### src/rtl/pmb_pkg.sv
package pmb_pkg;
   typedef enum logic [2:0] {
      ST_IDLE,
      ST_WRITE,
      ST_READ,
      ST_WAIT,
      ST_CPL
   } pmb_state_e;

   typedef enum logic [1:0] {
      OP_WRITE,
      OP_READ,
      OP_DROP
   } pmb_op_e;

   localparam logic [7:0] CODE_MWR  = 8'h40;
   localparam logic [7:0] CODE_MRD  = 8'h00;
   localparam logic [7:0] CODE_CPLD = 8'h4A;
endpackage

### src/rtl/pmb_decode.sv
module pmb_decode
   import pmb_pkg::*;
#(
   parameter int DW       = 32,
   parameter int DATA_W   = 128,
   parameter int FSEL_BIT = 20,
   parameter int FIDX_W   = 1
) (
   input  logic [DATA_W-1:0] beat,
   input  logic              eop,
   output pmb_op_e           op,
   output logic [FIDX_W-1:0] fidx,
   output logic [DW-1:0]     tag,
   output logic [DW-1:0]     addr,
   output logic [DW-1:0]     wdata
);
   localparam int LOW_W = DW - 8;

   generate
      if (DATA_W != 4 * DW) begin : g_bad_width
         $error("pmb_decode: beat must hold exactly four dwords");
      end
      if (FSEL_BIT + FIDX_W > DW) begin : g_bad_fsel
         $error("pmb_decode: function index lies outside the address");
      end
   endgenerate

   logic [DW-1:0] hdr;
   logic [7:0]    code;
   logic          shape_ok;

   always_comb begin
      hdr      = beat[DW-1:0];
      tag      = beat[2*DW-1:DW];
      addr     = beat[3*DW-1:2*DW];
      wdata    = beat[4*DW-1:3*DW];
      code     = hdr[DW-1 -: 8];
      fidx     = addr[FSEL_BIT +: FIDX_W];
      shape_ok = eop && (hdr[LOW_W-1:0] == LOW_W'(1));
      if (!shape_ok)             op = OP_DROP;
      else if (code == CODE_MWR) op = OP_WRITE;
      else if (code == CODE_MRD) op = OP_READ;
      else                       op = OP_DROP;
   end
endmodule

### src/rtl/pmb_ctrl.sv
module pmb_ctrl
   import pmb_pkg::*;
#(
   parameter int NFUNC  = 2,
   parameter int FIDX_W = 1
) (
   input  logic              clk,
   input  logic              rst,
   input  logic              take,
   input  pmb_op_e           op,
   input  logic [FIDX_W-1:0] fidx,
   input  logic              rd_valid,
   input  logic              tx_ready,
   output logic              idle,
   output logic              cap_req,
   output logic              cap_rd,
   output logic              cpl_valid,
   output logic [NFUNC-1:0]  sel_vec,
   output logic [NFUNC-1:0]  wr_vec,
   output logic [NFUNC-1:0]  rd_vec
);
   pmb_state_e        state_q;
   logic [FIDX_W-1:0] fidx_q;

   always_ff @(posedge clk) begin
      if (rst) begin
         state_q <= ST_IDLE;
         fidx_q  <= '0;
      end else begin
         unique case (state_q)
            ST_IDLE: begin
               if (take) begin
                  fidx_q <= fidx;
                  if (op == OP_WRITE)     state_q <= ST_WRITE;
                  else if (op == OP_READ) state_q <= ST_READ;
               end
            end
            ST_WRITE: state_q <= ST_IDLE;
            ST_READ:  state_q <= ST_WAIT;
            ST_WAIT:  if (rd_valid) state_q <= ST_CPL;
            ST_CPL:   if (tx_ready) state_q <= ST_IDLE;
            default:  state_q <= ST_IDLE;
         endcase
      end
   end

   logic busy_sel;

   always_comb begin
      idle      = (state_q == ST_IDLE);
      cap_req   = idle && take;
      cap_rd    = (state_q == ST_WAIT) && rd_valid;
      cpl_valid = (state_q == ST_CPL);
      busy_sel  = (state_q == ST_WRITE) || (state_q == ST_READ) || (state_q == ST_WAIT);
   end

   for (genvar f = 0; f < NFUNC; f++) begin : g_fn
      logic hit;
      assign hit        = (fidx_q == FIDX_W'(f));
      assign sel_vec[f] = hit && busy_sel;
      assign wr_vec[f]  = hit && (state_q == ST_WRITE);
      assign rd_vec[f]  = hit && (state_q == ST_READ);
   end

   AST_WR_ONE_CYCLE: assert property (@(posedge clk) disable iff (rst)
      (|wr_vec) |=> !(|wr_vec));
   AST_RD_ONE_CYCLE: assert property (@(posedge clk) disable iff (rst)
      (|rd_vec) |=> !(|rd_vec));
   AST_SEL_AFTER_RD: assert property (@(posedge clk) disable iff (rst)
      ((|rd_vec) && !rd_valid) |=> (sel_vec == $past(rd_vec)));
endmodule

### src/rtl/pmb_cpl.sv
module pmb_cpl
   import pmb_pkg::*;
#(
   parameter int DW     = 32,
   parameter int DATA_W = 128
) (
   input  logic              clk,
   input  logic              rst,
   input  logic              cap_req,
   input  logic              cap_rd,
   input  logic [DW-1:0]     tag_in,
   input  logic [DW-1:0]     addr_in,
   input  logic [DW-1:0]     wdata_in,
   input  logic [DW-1:0]     rdata_in,
   input  logic              cpl_valid,
   input  logic              tx_ready,
   output logic [DW-1:0]     addr_q,
   output logic [DW-1:0]     wdata_q,
   output logic [DATA_W-1:0] tx_data
);
   localparam int LOW_W = DW - 8;

   logic [DW-1:0] tag_q;
   logic [DW-1:0] rdata_q;

   always_ff @(posedge clk) begin
      if (rst) begin
         tag_q   <= '0;
         addr_q  <= '0;
         wdata_q <= '0;
         rdata_q <= '0;
      end else begin
         if (cap_req) begin
            tag_q   <= tag_in;
            addr_q  <= addr_in;
            wdata_q <= wdata_in;
         end
         if (cap_rd) rdata_q <= rdata_in;
      end
   end

   assign tx_data = {rdata_q, tag_q, {DW{1'b0}}, CODE_CPLD, LOW_W'(1)};

   AST_CPL_HOLD: assert property (@(posedge clk) disable iff (rst)
      (cpl_valid && !tx_ready) |=> (cpl_valid && $stable(tx_data)));
endmodule

### src/rtl/pkt_mm_bridge.sv
module pkt_mm_bridge
   import pmb_pkg::*;
#(
   parameter int NFUNC    = 2,
   parameter int DW       = 32,
   parameter int DATA_W   = 128,
   parameter int FSEL_BIT = 20
) (
   input  logic              clk,
   input  logic              rst,
   input  logic              rx_valid,
   output logic              rx_ready,
   input  logic              rx_sop,
   input  logic              rx_eop,
   input  logic [DATA_W-1:0] rx_data,
   output logic [NFUNC-1:0]  mm_sel,
   output logic [NFUNC-1:0]  mm_wr,
   output logic [NFUNC-1:0]  mm_rd,
   output logic [DW-1:0]     mm_addr,
   output logic [DW-1:0]     mm_wdata,
   input  logic [DW-1:0]     mm_rdata,
   input  logic              mm_rdvalid,
   output logic              tx_valid,
   input  logic              tx_ready,
   output logic              tx_sop,
   output logic              tx_eop,
   output logic [DATA_W-1:0] tx_data
);
   localparam int FIDX_W = $clog2(NFUNC);

   generate
      if (NFUNC < 2 || (NFUNC & (NFUNC - 1)) != 0) begin : g_bad_nfunc
         $error("pkt_mm_bridge: function count must be a power of two, at least 2");
      end
      if (DW < 16) begin : g_bad_dw
         $error("pkt_mm_bridge: dword too narrow for the header");
      end
   endgenerate

   pmb_op_e           dec_op;
   logic [FIDX_W-1:0] dec_fidx;
   logic [DW-1:0]     dec_tag, dec_addr, dec_wdata;
   logic              take, cap_req, cap_rd, cpl_valid;

   assign take = rx_valid && rx_sop && rx_ready;

   pmb_decode #(.DW(DW), .DATA_W(DATA_W), .FSEL_BIT(FSEL_BIT), .FIDX_W(FIDX_W)) u_dec (
      .beat  (rx_data),
      .eop   (rx_eop),
      .op    (dec_op),
      .fidx  (dec_fidx),
      .tag   (dec_tag),
      .addr  (dec_addr),
      .wdata (dec_wdata)
   );

   pmb_ctrl #(.NFUNC(NFUNC), .FIDX_W(FIDX_W)) u_ctrl (
      .clk       (clk),
      .rst       (rst),
      .take      (take),
      .op        (dec_op),
      .fidx      (dec_fidx),
      .rd_valid  (mm_rdvalid),
      .tx_ready  (tx_ready),
      .idle      (rx_ready),
      .cap_req   (cap_req),
      .cap_rd    (cap_rd),
      .cpl_valid (cpl_valid),
      .sel_vec   (mm_sel),
      .wr_vec    (mm_wr),
      .rd_vec    (mm_rd)
   );

   pmb_cpl #(.DW(DW), .DATA_W(DATA_W)) u_cpl (
      .clk       (clk),
      .rst       (rst),
      .cap_req   (cap_req),
      .cap_rd    (cap_rd),
      .tag_in    (dec_tag),
      .addr_in   (dec_addr),
      .wdata_in  (dec_wdata),
      .rdata_in  (mm_rdata),
      .cpl_valid (cpl_valid),
      .tx_ready  (tx_ready),
      .addr_q    (mm_addr),
      .wdata_q   (mm_wdata),
      .tx_data   (tx_data)
   );

   assign tx_valid = cpl_valid;
   assign tx_sop   = cpl_valid;
   assign tx_eop   = cpl_valid;

   AST_SEL_ONEHOT: assert property (@(posedge clk) disable iff (rst)
      $onehot0(mm_sel));
   AST_WR_IN_SEL: assert property (@(posedge clk) disable iff (rst)
      ((mm_wr | mm_rd) & ~mm_sel) == '0);
   AST_BUSY_NO_READY: assert property (@(posedge clk) disable iff (rst)
      ((|mm_sel) || tx_valid) |-> !rx_ready);
   AST_CPL_AFTER_DATA: assert property (@(posedge clk) disable iff (rst)
      $rose(tx_valid) |-> $past(mm_rdvalid));
   AST_TX_HOLD_READY: assert property (@(posedge clk) disable iff (rst)
      (tx_valid && !tx_ready) |=> (tx_valid && !rx_ready));
endmodule

### config.mk
export PLATFORM = sky130hd
export DESIGN_NAME = pkt_mm_bridge
export DESIGN_NICKNAME = d
export VERILOG_FILES = /design/src/rtl/pmb_pkg.sv /design/src/rtl/pmb_decode.sv /design/src/rtl/pmb_ctrl.sv /design/src/rtl/pmb_cpl.sv /design/src/rtl/pkt_mm_bridge.sv
export SDC_FILE = /design/constraint.sdc
export NUM_CORES = 1
export LEC_CHECK = 0
export ABC_CLOCK_PERIOD_IN_PS = 1800
export BUFFER_PORTS_ARGS = -buffer_cell sky130_fd_sc_hd__buf_4
export CORE_AREA = 2 2 142 144
export DETAILED_ROUTE_END_ITERATION = 7
export DIE_AREA = 0 0 144 146
export GPL_TIMING_DRIVEN = 0
export PLACE_DENSITY = 0.68
export REMOVE_ABC_BUFFERS = 1
export SKIP_LAST_GASP = 1
export SLEW_MARGIN = 20
export SYNTH_ARGS = -nofsm -noshare
export SYNTH_HDL_FRONTEND = slang
export SYNTH_SLANG_ARGS = --single-unit
### constraint.sdc
create_clock -name clk -period 1.8 [get_ports clk]
set_input_delay 0.36 -clock clk [delete_from_list [all_inputs] [get_ports clk]]
set_output_delay 0.36 -clock clk [all_outputs]
set_load 0.005 [all_outputs]
# ---- After elaboration in Yosys (flattened, before gate mapping)
# Cells that the tools add are included.
dict set report totals {
  elab_cells 45
  reg_bits 132
}
dict set report op_classes {
  reduce_logical 18
  bitwise 1
  n_eq_ne 11
  mux 9
}
# cell n
set op_table {}
lappend op_table {{equality test 24 x 1 -> 1 bit, second input constant} 1}
lappend op_table {{two-way mux 3 bit} 5}
lappend op_table {{one-hot mux 3 bit (4 select lines)} 1}
lappend op_table {{logical AND 1 bit} 11}
lappend op_table {{equality test 8 x 7 -> 1 bit, second input constant} 1}
lappend op_table {{zero test 8 bit} 1}
lappend op_table {{equality test 3 x 2 -> 1 bit, second input constant} 2}
lappend op_table {{two-way mux 2 bit} 3}
lappend op_table {{!= test 2 bit, second input constant} 2}
lappend op_table {{AND reduction 4 bit} 1}
lappend op_table {{equality test 3 x 1 -> 1 bit, second input constant} 1}
lappend op_table {{equality test 3 bit, second input constant} 1}
lappend op_table {{zero test 3 bit} 1}
lappend op_table {{!= test 3 x 1 -> 1 bit, second input constant} 1}
lappend op_table {{equality test 2 x 1 -> 1 bit, second input constant} 1}
lappend op_table {{zero test 2 bit} 1}
lappend op_table {{logical OR 1 bit} 2}
lappend op_table {{!= test 2 x 1 -> 1 bit, second input constant} 1}
lappend op_table {{AND reduction 2 bit} 1}
lappend op_table {{NOT 1 bit} 1}

# ---- Depth between registers and ports, before layout
dict set report depth {
  ltp_word 9
  depth_mapped 8
}

# ---- Cells and area by module
# From an unflattened synthesis, not the netlist that was laid out.
dict set report hier_totals {
  hier_cells 625
  area_unflattened_um2 6147.1
}
# mod cells_each area_per_inst_um2 n_inst
set by_module_without_submodules {}
lappend by_module_without_submodules {pmb_cpl 479 5036.1 1}
lappend by_module_without_submodules {pmb_decode 111 822.0 1}
lappend by_module_without_submodules {pmb_ctrl 32 267.8 1}
lappend by_module_without_submodules {pkt_mm_bridge 3 21.3 1}

# ---- Least setup slack after synthesis
# No wires, ideal clock.
dict set report synth_timing {
  path_kind {reg-to-reg}
  from {register u_ctrl.state_q[2]}
  to {register u_cpl.tag_q[0]}
  path_slack_ps 390
  setup_time_ps 132
  required_time_ps 1668
  path_stages_with_launch 8
  synth_period_minus_slack_ps 1410
  t_arrival_ps 1278
  path_cell_list {dfxtp_1 > buf_2 > nor3_4 > nand3_1 > buf_2 > buf_2 > nand2_1 > a21oi_1}
}
dict set report synth_between {
  elab_chain_cells 3
}
# element line
set synth_lines {}
lappend synth_lines {{start: declaration} pmb_ctrl.sv:22} ;# pmb_state_e state_q;
lappend synth_lines {{start signal: assignment} pmb_ctrl.sv:27} ;# state_q <= ST_IDLE;
lappend synth_lines {{start signal: assignment} pmb_ctrl.sv:34} ;# if (op == OP_WRITE) state_q <= ST_WRITE;
lappend synth_lines {{start signal: assignment} pmb_ctrl.sv:35} ;# else if (op == OP_READ) state_q <= ST_READ;
lappend synth_lines {{zero test 3 bit (*)} pmb_ctrl.sv:50} ;# idle = (state_q == ST_IDLE);
lappend synth_lines {{named net rx_ready} pkt_mm_bridge.sv:12} ;# output logic rx_ready,
lappend synth_lines {{logical AND 1 bit} pkt_mm_bridge.sv:45} ;# assign take = rx_valid && rx_sop && rx_ready;
lappend synth_lines {{logical AND 1 bit (*)} pmb_ctrl.sv:51} ;# cap_req = idle && take;
lappend synth_lines {{end signal: assignment} pmb_cpl.sv:34} ;# tag_q <= tag_in;
lappend synth_lines {{end: declaration} pmb_cpl.sv:23} ;# logic [DW-1:0] tag_q;
# Mark *: on every way through the listed nets, which the timed path passes. The rest lies on a longest branch.
# A chain may end at the register's enable or synchronous reset.

# ---- Worst setup path after layout
dict set report layout_timing {
  from {register u_ctrl.state_q[0]}
  to {output tx_valid}
}
dict set report layout_between {
  elab_chain_cells 1
}
# element line
set layout_lines {}
lappend layout_lines {{equality test 3 bit} pmb_ctrl.sv:53} ;# cpl_valid = (state_q == ST_CPL);
lappend layout_lines {{end: declaration} pkt_mm_bridge.sv:23} ;# output logic tx_valid,
# No other way between the ends.

==> results by stage <==
Cells and area:
- Of the cells placed in the final design, the portion with a size suffix greater than 1 is 0.3672.
- The area growth from synthesis to layout is 55.74%.
- In the final design database the tool counted 1,119 nets.
- The count of antenna diodes in the layout is 0.
- The number of standard cells in the layout, taps in and fillers out is 1,229.

STA:
- The max-slew violation total from the final report came to 0.
- In this run the tightest slew margin relative to its limit is 0.2717.
- For the final routed database, the setup TNS stands at 0 ps.
- The transition at the pin with the smallest max-transition slack is 1092 ps.
- In the finished design, the share of the clock period the worst path needs comes to 0.9479.
- Setup violations remaining at the end of the flow were counted as 0.
- Based on the critical path, the design can be clocked at up to 0.5861 GHz.
- The clock period minus final worst setup slack is 1706 ps.
- Between clock sinks in the finished design, the worst skew comes to 14.16 ps.
- The hold violation total from the final report came to 0.

Floorplan:
- The floorplan die width is 144 um.
- The floorplan step defined a core boundary enclosing 19,330 um^2.
- The height of the die is 146 um.
- The number of rows in the core area is 51.
- The number of primary I/O pins is 369.
- The floorplan step defined a die boundary enclosing 21,020 um^2.
- The starting density of the core is 0.2688.

Status:
- The run finished with clean final reports.

CTS:
- The number of hold buffers added after CTS is 0.
- The worst-case clock buffer depth is 2.
- The clock transition at the registers of the reported paths is 60 ps.
- The H-tree was split into 4 levels.
- The clock net in this run drives a total of 131 sinks.
- The clock insertion delay at the later pin of the skew report is 420 ps.
- The root buffer selected by CTS is sky130_fd_sc_hd__clkbuf_16.
- Counting the buffers created by CTS gives 17.
- The CTS tree is yes.

Critical path:
- Counting both buffers and inverters, the worst setup path holds a total of 1.
- The startpoint identified for the worst register-to-register timing path is u_ctrl.state_q[0]$_SDFFE_PP0P_.
- In this design, the largest share of critical-path delay is due to flip-flops.
- The worst setup path is of the register to output pin kind.
- The highest fanout seen on the critical path is 7.
- STA classifies the critical path startpoint as a register.
- The worst setup path startpoint is u_ctrl.state_q[0]$_SDFFE_PP0P_.
- For this run, the slowest stage of the critical path takes 480 ps.
- The critical path goes through nor2_2 > and2_1 > buf_4.
- STA classifies the critical path endpoint as an output pin.
- Data on the critical path is required at its endpoint by 1440 ps.
- The arrival time at the worst endpoint is 1350 ps.
- The worst-path cell with the longest stage delay is sky130_fd_sc_hd__dfxtp_1.

Synthesis:
- The synthesized design contains 131 register bits.
- By count the netlist is led by sky130_fd_sc_hd__nand2_1 (257), sky130_fd_sc_hd__dfxtp_1 (131), sky130_fd_sc_hd__a21oi_1 (130), sky130_fd_sc_hd__buf_4 (68), sky130_fd_sc_hd__clkbuf_1 (22).
- The number of warning messages in the yosys log is 0.
- Summed over all instances, the cell type with the most area after synthesis is sky130_fd_sc_hd__dfxtp_1.
- The most common flop cell mapped by yosys is sky130_fd_sc_hd__dfxtp_1.
- The share of synthesized area in the top cell type comes to 0.5047.
- The mapped cell area is 5196 um^2.
- The sequential cell area fraction in the yosys report is 0.5047.
- Ranked by total cell area, the synthesized netlist is headed by sky130_fd_sc_hd__dfxtp_1 (50%), sky130_fd_sc_hd__nand2_1 (19%), sky130_fd_sc_hd__a21oi_1 (13%), sky130_fd_sc_hd__buf_4 (9.8%), sky130_fd_sc_hd__clkbuf_1 (1.6%).
- The mean instance size in the synthesized netlist is 7.826 um^2.
- The synthesized design contains 0 enable-type register cells.
- The async set or reset register ratio after synthesis is 0.
- The gate count after technology mapping is 664.
- In the post-synthesis netlist, the cell with the most instances is sky130_fd_sc_hd__nand2_1.
- The count of unique library cells instantiated by Yosys is 23.

Pwr:
- In this run the power density over the cells is 884.2 nW/um^2.
- Of the total power, the share spent switching nets is 0.2384.
- The analysis attributes to cell leakage a power of 3.624 nW.
- The combinational cell fraction of total power is 0.106.
- The cell internal power dissipation is 5.449 mW.
- The sequential share of power is 0.426.
- Across the VDD grid, the largest voltage drop is 0.5884 mV.
- The net switching power is 1.706 mW.
- Of the total power, the clock network draws 0.468.

Place:
- The total instance count after detailed placement is 1,190.
- During placement, the flow inserted port buffers numbering 304.
- Routability-driven placement finished with a final weighted congestion of 0.7659.
- The HPWL reported at the end of detailed placement is 11,420 um.

GRT:
- After global routing the overflow that remains totals 0.
- The overall track demand over capacity in global routing is 0.1542.
- The maximum number of pins on one net before global-route repair is 131.
- The first global-routing pass estimated 25,070 um of wire.
- For this run, global-route usage on met3 was measured as 0.04278.
- For this run, global-route usage on met1 was measured as 0.1818.
- The via count of the first global-routing pass was 4,684.
- The routing usage on met2 is 0.2674.
- In this run the most used layer during global routing was met2.
- The number of antenna violations at the first check in global routing came to 0.

Route:
- For this block, the initial DRC count from the detailed router was 188.
- The post-route DRC violation count is 0.
- After detailed routing, the number of vias per cell comes to 4.181.
- The final layout contains routed wiring with a total length of 16,720 um.
- The number of vias after detailed routing is 5,138.
- For this run, the detailed router's first-pass iteration total came to 4.
- After detailed routing, the average wire length per cell comes to 13.60 um.
- The remaining antenna violation count is 0.

Hold path:
- The kind of path behind the tightest hold check is input port to register.
- The start point of the worst min-delay path is mm_rdata[23].

Flow run:
- Max-cap violations in this run came to 0.
[area by class of cell]
| type | count | area [um^2] |
|---|---|---|
| timing repair buffer | 315 | 2432 |
| clock buffer | 18 | 429.2 |
| multi-input combinational | 487 | 2137 |
| fill | 1976 | 11240 |
| sequential | 131 | 2625 |
| clock inverter | 13 | 137.6 |
| tap | 265 | 331.6 |
[state kept, by name, indices dropped and copies added (netlist names)]
register and count:
u_cpl.addr_q 32, u_cpl.wdata_q 32, u_cpl.rdata_q 32, u_cpl.tag_q 32, u_ctrl.state_q 3
[what timing repair did]
item | in CTS | in global routing
cloned | 2 | 0
pin swaps | 3 | 1
setup endpoints to repair | 77 | 27
setup buffers | 3 | 3
resized for setup | 2 | 3
[worst register-to-register path: stages (launching register included)]
cell                      delay, ps
sky130_fd_sc_hd__dfxtp_1        390
sky130_fd_sc_hd__nor3_4         330
sky130_fd_sc_hd__and3_4         280
sky130_fd_sc_hd__buf_16         240
sky130_fd_sc_hd__nand2_1        210
sky130_fd_sc_hd__a21oi_1        130
[through the flow]
stage          worst slack [ps]  utilization  instance area [um^2]  hold slack, ps  power [mW]
2_1_floorplan            -997.0            -                  4705           429.1       3.309
3_3_place_gp              -2607       0.3785                  7318           442.1       3.839
3_5_place_dp             -166.0       0.3845                  7435           446.6       3.854
4_1_cts                   40.41       0.4164                  8050           169.4       7.264
5_1_grt                  -10.24       0.4186                  8093           168.6       7.482
6_report                  93.72       0.4186                  8093           191.0       7.155
[power by group through the flow]
stage | clock (mW) | combinational, mW | sequential (mW)
2_1_floorplan | 0 | 0.191 | 3.12
3_3_place_gp | 0 | 0.732 | 3.11
3_5_place_dp | 0 | 0.744 | 3.11
4_1_cts | 3.45 | 0.763 | 3.05
5_1_grt | 3.59 | 0.836 | 3.06
6_report | 3.35 | 0.757 | 3.05
[cell usage in the layout (no fill, tap or decap), types with 2 or more instances in the layout]
cell type | netlist | final
sky130_fd_sc_hd__clkinv_4 | 0 | 3
sky130_fd_sc_hd__nor4b_1 | 2 | 2
sky130_fd_sc_hd__buf_4 | 68 | 308
sky130_fd_sc_hd__conb_1 | 2 | 64
sky130_fd_sc_hd__clkinvlp_4 | 0 | 3
sky130_fd_sc_hd__nor3_1 | 3 | 3
sky130_fd_sc_hd__nor2_1 | 5 | 4
sky130_fd_sc_hd__nand3_1 | 4 | 3
sky130_fd_sc_hd__buf_16 | 0 | 2
sky130_fd_sc_hd__nand2b_1 | 4 | 4
sky130_fd_sc_hd__and4_1 | 2 | 2
sky130_fd_sc_hd__nand3_4 | 0 | 2
sky130_fd_sc_hd__nand2_1 | 257 | 257
sky130_fd_sc_hd__dfxtp_2 | 0 | 2
sky130_fd_sc_hd__clkbuf_16 | 0 | 17
sky130_fd_sc_hd__bufinv_16 | 0 | 2
sky130_fd_sc_hd__a21oi_1 | 130 | 130
sky130_fd_sc_hd__clkinv_2 | 0 | 4
sky130_fd_sc_hd__and3_4 | 0 | 2
sky130_fd_sc_hd__nor4_1 | 6 | 6
sky130_fd_sc_hd__buf_6 | 5 | 4
sky130_fd_sc_hd__dfxtp_1 | 131 | 129
[worst paths after layout]
kind,end,slack [ps],cells past startpoint
setup / recovery,tx_valid,90,3
hold / removal,u_cpl.rdata_q[23]$_SDFFE_PP0P_,190,3
setup reg to reg,u_cpl.wdata_q[22]$_SDFFE_PP0P_,150,5
hold reg to reg,u_cpl.wdata_q[9]$_SDFFE_PP0P_,450,2
[cells by family (layout without fill, tap and decap cells)]
logic type / after synthesis / after routing / synth area share
buffers and inverters: 110 / 346 / 0.1394
AND/OR/NAND/NOR: 289 / 291 / 0.2263
AO/OA/AOI/OAI: 132 / 132 / 0.1281
other: 2 / 64 / 0.001445
flip-flops: 131 / 131 / 0.5047
[routing by layer]
layer / wire [um] / vias up
met4: 182 / 0
met3: 1118 / 11
met1: 7061 / 2346
li1: - / 2584
met5: 0 / -
met2: 8355 / 197
Power figures use the tool's default switching activity.
